File: config.mk
export PLATFORM = sky130hd
export DESIGN_NAME = delay_slot_sequencer
export DESIGN_NICKNAME = d
export VERILOG_FILES = /design/src/rtl/seq_pkg.sv /design/src/rtl/insn_classify.sv /design/src/rtl/br_cond_eval.sv /design/src/rtl/xfer_target.sv /design/src/rtl/delay_slot_sequencer.sv
export SDC_FILE = /design/constraint.sdc
export NUM_CORES = 1
export LEC_CHECK = 0
export BUFFER_PORTS_ARGS = -buffer_cell sky130_fd_sc_hd__clkbuf_2
export CORE_ASPECT_RATIO = 0.5
export CORE_UTILIZATION = 35
export CTS_BUF_LIST = sky130_fd_sc_hd__clkbuf_4 sky130_fd_sc_hd__clkbuf_8
export DETAILED_ROUTE_END_ITERATION = 7
export GPL_ROUTABILITY_DRIVEN = 0
export HOLD_SLACK_MARGIN = 0.02
export PLACE_DENSITY = 0.59
export SYNTH_ARGS = -nofsm -noshare
export SYNTH_HDL_FRONTEND = slang
export SYNTH_SLANG_ARGS = --single-unit
File: constraint.sdc
create_clock -name clk -period 3.3 [get_ports clk]
set_clock_uncertainty 0.05 [all_clocks]
set_input_delay 0.33 -clock clk [delete_from_list [all_inputs] [get_ports clk]]
set_output_delay 0.33 -clock clk [all_outputs]
set_load 0.01 [all_outputs]
File: src/rtl/seq_pkg.sv
package seq_pkg;

  typedef enum logic [2:0] {
    CLS_SEQ,
    CLS_CALL,
    CLS_IBR,
    CLS_XBR,
    CLS_ILL
  } xfer_cls_e;

  localparam logic [1:0] FMT_BR   = 2'b00;
  localparam logic [1:0] FMT_CALL = 2'b01;

  localparam logic [2:0] SUB_IBR  = 3'b010;
  localparam logic [2:0] SUB_HI   = 3'b100;
  localparam logic [2:0] SUB_FBR  = 3'b110;
  localparam logic [2:0] SUB_CBR  = 3'b111;

  localparam logic [3:0] COND_ALWAYS = 4'b1000;

  localparam int CALL_DISP_W = 30;
  localparam int BR_DISP_W   = 22;

endpackage

File: src/rtl/insn_classify.sv
module insn_classify
  import seq_pkg::*;
(
  input  logic [31:0] word,
  output xfer_cls_e   cls
);

  always_comb begin
    cls = CLS_SEQ;
    if (word[31:30] == FMT_CALL) begin
      cls = CLS_CALL;
    end else if (word[31:30] == FMT_BR) begin
      unique case (word[24:22])
        SUB_IBR:          cls = CLS_IBR;
        SUB_HI:           cls = CLS_SEQ;
        SUB_FBR, SUB_CBR: cls = CLS_XBR;
        default:          cls = CLS_ILL;
      endcase
    end
  end

endmodule

File: src/rtl/br_cond_eval.sv
module br_cond_eval (
  input  logic [3:0] cond,
  input  logic       fn,
  input  logic       fz,
  input  logic       fc,
  input  logic       fv,
  output logic       taken
);

  logic [7:0] base;

  always_comb begin
    base[0] = 1'b0;
    base[1] = fz;
    base[2] = fz | (fn ^ fv);
    base[3] = fn ^ fv;
    base[4] = fc | fz;
    base[5] = fc;
    base[6] = fn;
    base[7] = fv;
    taken   = base[cond[2:0]] ^ cond[3];
  end

endmodule

File: src/rtl/xfer_target.sv
module xfer_target
  import seq_pkg::*;
#(
  parameter int XLEN = 32
) (
  input  logic [XLEN-1:0] here,
  input  logic [31:0]     word,
  output logic [XLEN-1:0] call_tgt,
  output logic [XLEN-1:0] br_tgt
);

  localparam int CALL_OFF_W = CALL_DISP_W + 2;
  localparam int BR_OFF_W   = BR_DISP_W + 2;

  logic [CALL_OFF_W-1:0]      call_off;
  logic signed [BR_OFF_W-1:0] br_off;

  always_comb begin
    call_off = {word[CALL_DISP_W-1:0], 2'b00};
    br_off   = $signed({word[BR_DISP_W-1:0], 2'b00});
    call_tgt = here + XLEN'(call_off);
    br_tgt   = here + XLEN'(br_off);
  end

endmodule

File: src/rtl/delay_slot_sequencer.sv
module delay_slot_sequencer
  import seq_pkg::*;
#(
  parameter int          XLEN     = 32,
  parameter logic [31:0] RESET_PC = 32'h0
) (
  input  logic            clk,
  input  logic            rst,
  input  logic            insn_valid,
  input  logic [31:0]     insn,
  input  logic            flag_n,
  input  logic            flag_z,
  input  logic            flag_c,
  input  logic            flag_v,
  output logic [XLEN-1:0] pc,
  output logic [XLEN-1:0] npc,
  output logic            slot_annul,
  output logic            trap_illegal
);

  localparam logic [XLEN-1:0] STEP    = XLEN'(4);
  localparam logic [XLEN-1:0] PC_INIT = XLEN'(RESET_PC);

  xfer_cls_e       cls;
  logic            taken;
  logic [XLEN-1:0] call_tgt;
  logic [XLEN-1:0] br_tgt;
  logic            live;

  insn_classify u_classify (
    .word (insn),
    .cls  (cls)
  );

  br_cond_eval u_cond (
    .cond  (insn[28:25]),
    .fn    (flag_n),
    .fz    (flag_z),
    .fc    (flag_c),
    .fv    (flag_v),
    .taken (taken)
  );

  xfer_target #(.XLEN(XLEN)) u_target (
    .here     (pc),
    .word     (insn),
    .call_tgt (call_tgt),
    .br_tgt   (br_tgt)
  );

  assign live         = insn_valid & ~slot_annul;
  assign trap_illegal = live & (cls == CLS_ILL);

  always_ff @(posedge clk) begin
    if (rst) begin
      pc         <= PC_INIT;
      npc        <= PC_INIT + STEP;
      slot_annul <= 1'b0;
    end else if (insn_valid) begin
      pc         <= npc;
      npc        <= npc + STEP;
      slot_annul <= 1'b0;
      if (!slot_annul) begin
        unique case (cls)
          CLS_CALL: npc <= call_tgt;
          CLS_IBR: begin
            if (taken) npc <= br_tgt;
            slot_annul <= insn[29] & (~taken | (insn[28:25] == COND_ALWAYS));
          end
          CLS_XBR: slot_annul <= insn[29];
          default: ;
        endcase
      end
    end
  end

  AST_RESET_STATE: assert property (@(posedge clk) disable iff (rst)
    $past(rst) |-> (pc == PC_INIT && npc == PC_INIT + STEP && !slot_annul));

  AST_IDLE_HOLD: assert property (@(posedge clk) disable iff (rst)
    !insn_valid |=> ($stable(pc) && $stable(npc) && $stable(slot_annul)));

  AST_TRAP_SCOPE: assert property (@(posedge clk) disable iff (rst)
    trap_illegal |-> (insn_valid && !slot_annul && insn[31:30] == FMT_BR));

  AST_ANNUL_SKIP: assert property (@(posedge clk) disable iff (rst)
    (insn_valid && slot_annul) |=> (npc == $past(npc) + STEP && !slot_annul));

  AST_CALL_KEEP_SLOT: assert property (@(posedge clk) disable iff (rst)
    (live && insn[31:30] == FMT_CALL) |=> !slot_annul);

  AST_XBR_NOT_TAKEN: assert property (@(posedge clk) disable iff (rst)
    (live && insn[31:30] == FMT_BR && insn[24:23] == 2'b11)
      |=> (npc == $past(npc) + STEP && slot_annul == $past(insn[29])));

endmodule

Word level (Yosys, flattened, before mapping). Cells that the tools add are included. W data, S select, Z words.

Bitwise logic cells: 10. $add $sub $neg: 3. Order comparisons: 1. Equality and inequality tests: 10. Reductions and logical operators: 2. Mux-type cells: 10.

Operators with widths (count): $add A32 B32 Y32 (2); $mux W32 (2); $pmux W32 S2 (1); $add A32 B3 Y32 const B (1); $eq A3 B3 Y1 const B (4); $eq A3 B2 Y1 const B (3); $pmux W3 S3 (1); $mux W3 (2); $eq A4 B4 Y1 const B (1); $lt A3 B4 Y1 const B (1); $and A1 B1 Y1 (3); $bmux W1 S3 (1); $eq A3 B1 Y1 const B (1); $or A1 B1 Y1 (3); $eq A2 B1 Y1 const B (1); $logic_not A2 Y1 (1); $mux W1 (2); $not A1 Y1 (2); $pmux W1 S2 (1); $reduce_or A2 Y1 (1); $xor A1 B1 Y1 (2).

Output and inout port bits: 66. Word-level logic and storage cells: 39. Input port bits: 39. Bits in registers: 65.

Longest topological paths before layout.
Word-level depth: 10. Gate-level depth with buffers: 12. Gate-level depth less buffers: 12.

Cells and area by module. From an unflattened synthesis, not the netlist that was laid out.

Cells, all modules: 773. Area, all modules: 6022.0 µm².

Modules (own cells, without submodules): delay_slot_sequencer (cells an instance 432, sequential area each 1301.2 µm², times used 1, area each 3614.7 µm²); xfer_target (cells an instance 325, sequential area each 0.0 µm², times used 1, area each 2289.7 µm²); br_cond_eval (cells an instance 9, sequential area each 0.0 µm², times used 1, area each 70.1 µm²); insn_classify (cells an instance 7, sequential area each 0.0 µm², times used 1, area each 47.5 µm²).

Worst setup path before layout. No wires, ideal clock.

Kind: reg2reg. Start: register pc[2]. End: register npc[30]. Library setup time: 0.132 ns. Setup slack: 0.454 ns. Path buffers: 0. Clock period less this slack: 2.846 ns. Data arrival time: 2.664 ns. Required time: 3.118 ns. Cell stages (with the launch flop): 13. Cells stage by stage: dfxtp_1 -> ha_1 -> inv_1 -> fa_1 -> nand2b_1 -> a21oi_1 -> o21ai_2 -> a21oi_4 -> a41oi_2 -> o311a_1 -> o31a_1 -> o21ai_1 -> a41oi_2.

Word-level cells in the longest chain between the ends: 4. Elaborated cells on any way between the ends: 5. Classes of those cells: add/sub (2); mux (3).

Ends and longest elaborated chain: from (decl) (line delay_slot_sequencer.sv:15) `output logic [XLEN-1:0] pc,`; from (signal assigned) (line delay_slot_sequencer.sv:60) `pc <= npc;`; $add A32 B32 Y32 (line xfer_target.sv:22) `br_tgt = here + XLEN'(br_off);`; $mux W32 (line delay_slot_sequencer.sv:67) `if (taken) npc <= br_tgt;`; $pmux W32 S2 * (line delay_slot_sequencer.sv:64) `unique case (cls)`; $mux W32 * (line delay_slot_sequencer.sv:63) `if (!slot_annul) begin`; to (signal assigned) (line delay_slot_sequencer.sv:61) `npc <= npc + STEP;`; to (signal assigned) (line delay_slot_sequencer.sv:65) `CLS_CALL: npc <= call_tgt;`; to (signal assigned) (line delay_slot_sequencer.sv:67); to (decl) (line delay_slot_sequencer.sv:16) `output logic [XLEN-1:0] npc,`.

Mark *: on every way between the ends. The rest lies on a longest branch, timed or not. A chain may end at the register's enable or synchronous reset.

Final worst setup path. Ends and elaborated chain as after synthesis.

==> impl_metrics.tcl <==
set metrics [dict create \
    setup_viol 0 \
    critical_path.cell_chain "ha_1 -> inv_1 -> fa_1 -> nand2b_1 -> a21oi_1 -> o21ai_2 -> a21oi_4 -> a41oi_2 -> o311a_1 -> o31a_1 -> o21ai_1 -> a41oi_2" \
    io_buffers 104 \
    die_y_um 90.3 \
    syn2layout_area_growth_pct 16.2 \
    cts_resized 0 \
    syn_avg_cell_area_um2 7.72 \
    h-tree-depth 3 \
    fin_util 0.427 \
    grt_first_pass_wirelength_um 26800 \
    relSlewSlack 0.478 \
    rsz0062_at_grt "no" \
    dp_hpwl_um 12500 \
    synth_area_leaders "dfxtp_1, ha_1, mux2i_1" \
    fmax_ghz 0.322 \
    grt_overflow 0 \
    drt_iter0_drc 374 \
    leakage_nw 2.79 \
    critPathLaunchType "register" \
    die-area_um2 16100 \
    power_frac_comb 0.242 \
    yosysTopAreaCellShare 0.238 \
    cpMostUsedCell "a41oi_2" \
    power.share.switching 0.341 \
    syn_area_um2 5460 \
    yosys_register_bits 65 \
    crit_path_end_kind "register" \
    nets 879 \
    grt_antenna_before_repair 0 \
    seq_area_frac_synth 0.238 \
    seq_power_share 0.417 \
    crit_slowest_cell "o311a_1" \
    period_needed_ns 3.10 \
    internal_power_mw 1.37 \
    num_vias 5652 \
    fill_cells 1554 \
    numCtsBuffers 9 \
    outcome "complete, no violations" \
    drt_pre_antenna_iters 5 \
    critPathTopFamily "compound AO/OA/AOI/OAI gates" \
    clock_path_buffers 2 \
    synth_nets 784 \
    met1_usage 0.295 \
    async_flop_share 0 \
    synth.largest_area_cell "dfxtp_1" \
    ant_nets 0 \
    worst_pin_slew_ns 0.783 \
    finalPower_mw 2.08 \
    ys_top_cells_by_count "nor2_1, nand2_1, dfxtp_1" \
    n_antenna_cell 0 \
    synth_cell_types 82 \
    yosys_warnings 0 \
    cts_root_buffer "clkbuf_8" \
    synth_edf_count 0 \
    path_buf_inv 1 \
    viasPerCell 5.62 \
    grt_usage 0.209 \
    slew_viol_final 0 \
    ys.flop_type "dfxtp_1" \
    cts_tree "yes" \
    pwr_density_cell_nw_per_um2 328 \
    synthCells 707 \
    coreArea_um2 14900 \
    wirelength_um 16600 \
    clockPowerShare 0.341 \
    cts.sinks 65 \
    critPathKind "register to register" \
    busiest_layer "met2" \
    route.detailed.wl_per_inst_um 16.5 \
    p_sw_uw 709 \
    initial_core_util 0.367 \
    maxCapViolations 0 \
    grt_pass1_vias 5060 \
    clkSlewWorstSetupHoldPaths_ns 0.08 \
    grtUsageMet2 0.321 \
    layout-drive-gt1-share 0.196 \
    multi_input_area_um2 3900 \
    whs_ns 0.362 \
    cp_max_fo 4 \
    drc 0 \
    arrival_ns 3.29 \
    cp_data_required_time_ns 3.49 \
    min_period_over_period 0.941 \
    grt_start_max_net_pins 67 \
    clk-insertion-delay-late_ns 0.37 \
    cts_hold_buf 0 \
    ir_worst_vdd_mv 0.142 \
    max_stage_delay_ns 0.41 \
    ios 105 \
    tns_ns 0 \
    seq_area_um2 1300 \
    hold_viol 0 \
    yosysMostFrequentCell "nor2_1" \
    hold_class "input port to register" \
    num_rows 31 \
    grt_use_met3 0.0358 \
    die_x_um 179 \
    post_cts_buffers 0 \
    r2r_setup_slack_ns 0.20 \
]
-- per-layer routing --
layer / vias to the layer above / wire length [µm] / share of wire
met4: 0 / 248 / 0.015
li1: 2786 / - / -
met1: 2687 / 8250 / 0.50
met2: 161 / 7320 / 0.44
met5: - / 0 / 0
met3: 18 / 778 / 0.047
-- tightest hold or removal path: cells and delay by family --
| family | cells | cell delay [ns] |
|---|---|---|
| AOI/OAI and AO/OA | 2 | 0.13 |
| buffers and inverters | 1 | 0.10 |
| muxes | 1 | 0.12 |
| and+or+nand+nor | 1 | 0.05 |
-- power groups by stage --
| stage | Combinational (mW) | Sequential [mW] | Clock, mW |
|---|---|---|---|
| finish | 0.503 | 0.868 | 0.708 |
| global route | 0.556 | 0.875 | 0.761 |
| CTS | 0.500 | 0.867 | 0.727 |
| detailed placement | 0.498 | 0.886 | 0 |
| global placement | 0.494 | 0.885 | 0 |
| floorplan | 0.340 | 0.888 | 0 |
-- cells by family (layout without fill, tap and decap cells) --
| family | count (synthesis) | in the layout | synth area share |
|---|---|---|---|
| simple gates | 267 | 267 | 0.242 |
| buf+inv | 50 | 150 | 0.0477 |
| xor+xnor | 30 | 30 | 0.0495 |
| compound gates | 216 | 216 | 0.259 |
| fa+ha+maj | 39 | 39 | 0.0903 |
| mux | 40 | 40 | 0.0736 |
| flops | 65 | 65 | 0.238 |
-- state kept, by name, indices dropped and copies added, names as in the netlist --
| register | cells |
|---|---|
| npc | 32 |
| pc | 32 |
| slot_annul | 1 |
-- final cells by class --
type                            count  share of cell area
Clock buffer                        9              0.0195
Clock inverter                      7              0.0112
Inverter                           18              0.0107
Multi-Input combinational cell    592               0.616
Sequential cell                    65               0.205
Tap cell                          198              0.0391
Timing Repair Buffer              116              0.0987
-- placed cells by master, fill, tap and decap left out, drive strengths merged, types with 6 or more instances in the layout --
cell type | synthesis | layout
o31ai | 6 | 6
nor3 | 11 | 11
nand2b | 7 | 7
nand4 | 8 | 8
mux2i | 39 | 39
o21ai | 59 | 59
nand3 | 29 | 29
a311oi | 8 | 8
nor2 | 81 | 81
a21o | 12 | 12
inv | 18 | 18
a21oi | 67 | 67
or3 | 6 | 6
a211oi | 8 | 8
nand2 | 72 | 72
buf | 14 | 13
xnor2 | 13 | 13
o21a | 11 | 11
xor2 | 17 | 17
and3 | 10 | 10
a31oi | 7 | 7
ha | 37 | 37
clkbuf | 18 | 112
nor4 | 6 | 6
nor2b | 6 | 6
nor3b | 6 | 6
dfxtp | 65 | 65
-- through the flow --
step / setup WS (ns) / cell area, µm² / std cells
2_1_floorplan: 0.454 / 5460 / 707
3_3_place_gp: 0.249 / 6140 / 989
3_5_place_dp: 0.154 / 6140 / 989
4_1_cts: 0.211 / 6340 / 1005
5_1_grt: 0.0129 / 6340 / 1005
6_report: 0.196 / 6340 / 1005
-- path summary, 6_finish.rpt --
| path | startpoint | end | depth (start not counted) |
|---|---|---|---|
| setup / recovery | pc[2]$_SDFFE_PP0P_ | npc[30]$_SDFFE_PP0P_ | 12 |
| hold / removal | insn[29] | slot_annul$_SDFFE_PP0P_ | 5 |
| setup reg to reg | pc[2]$_SDFFE_PP0P_ | npc[30]$_SDFFE_PP0P_ | 12 |
| hold reg to reg | npc[0]$_SDFFE_PP0P_ | npc[0]$_SDFFE_PP0P_ | 2 |
Power figures use the tool's default switching activity.
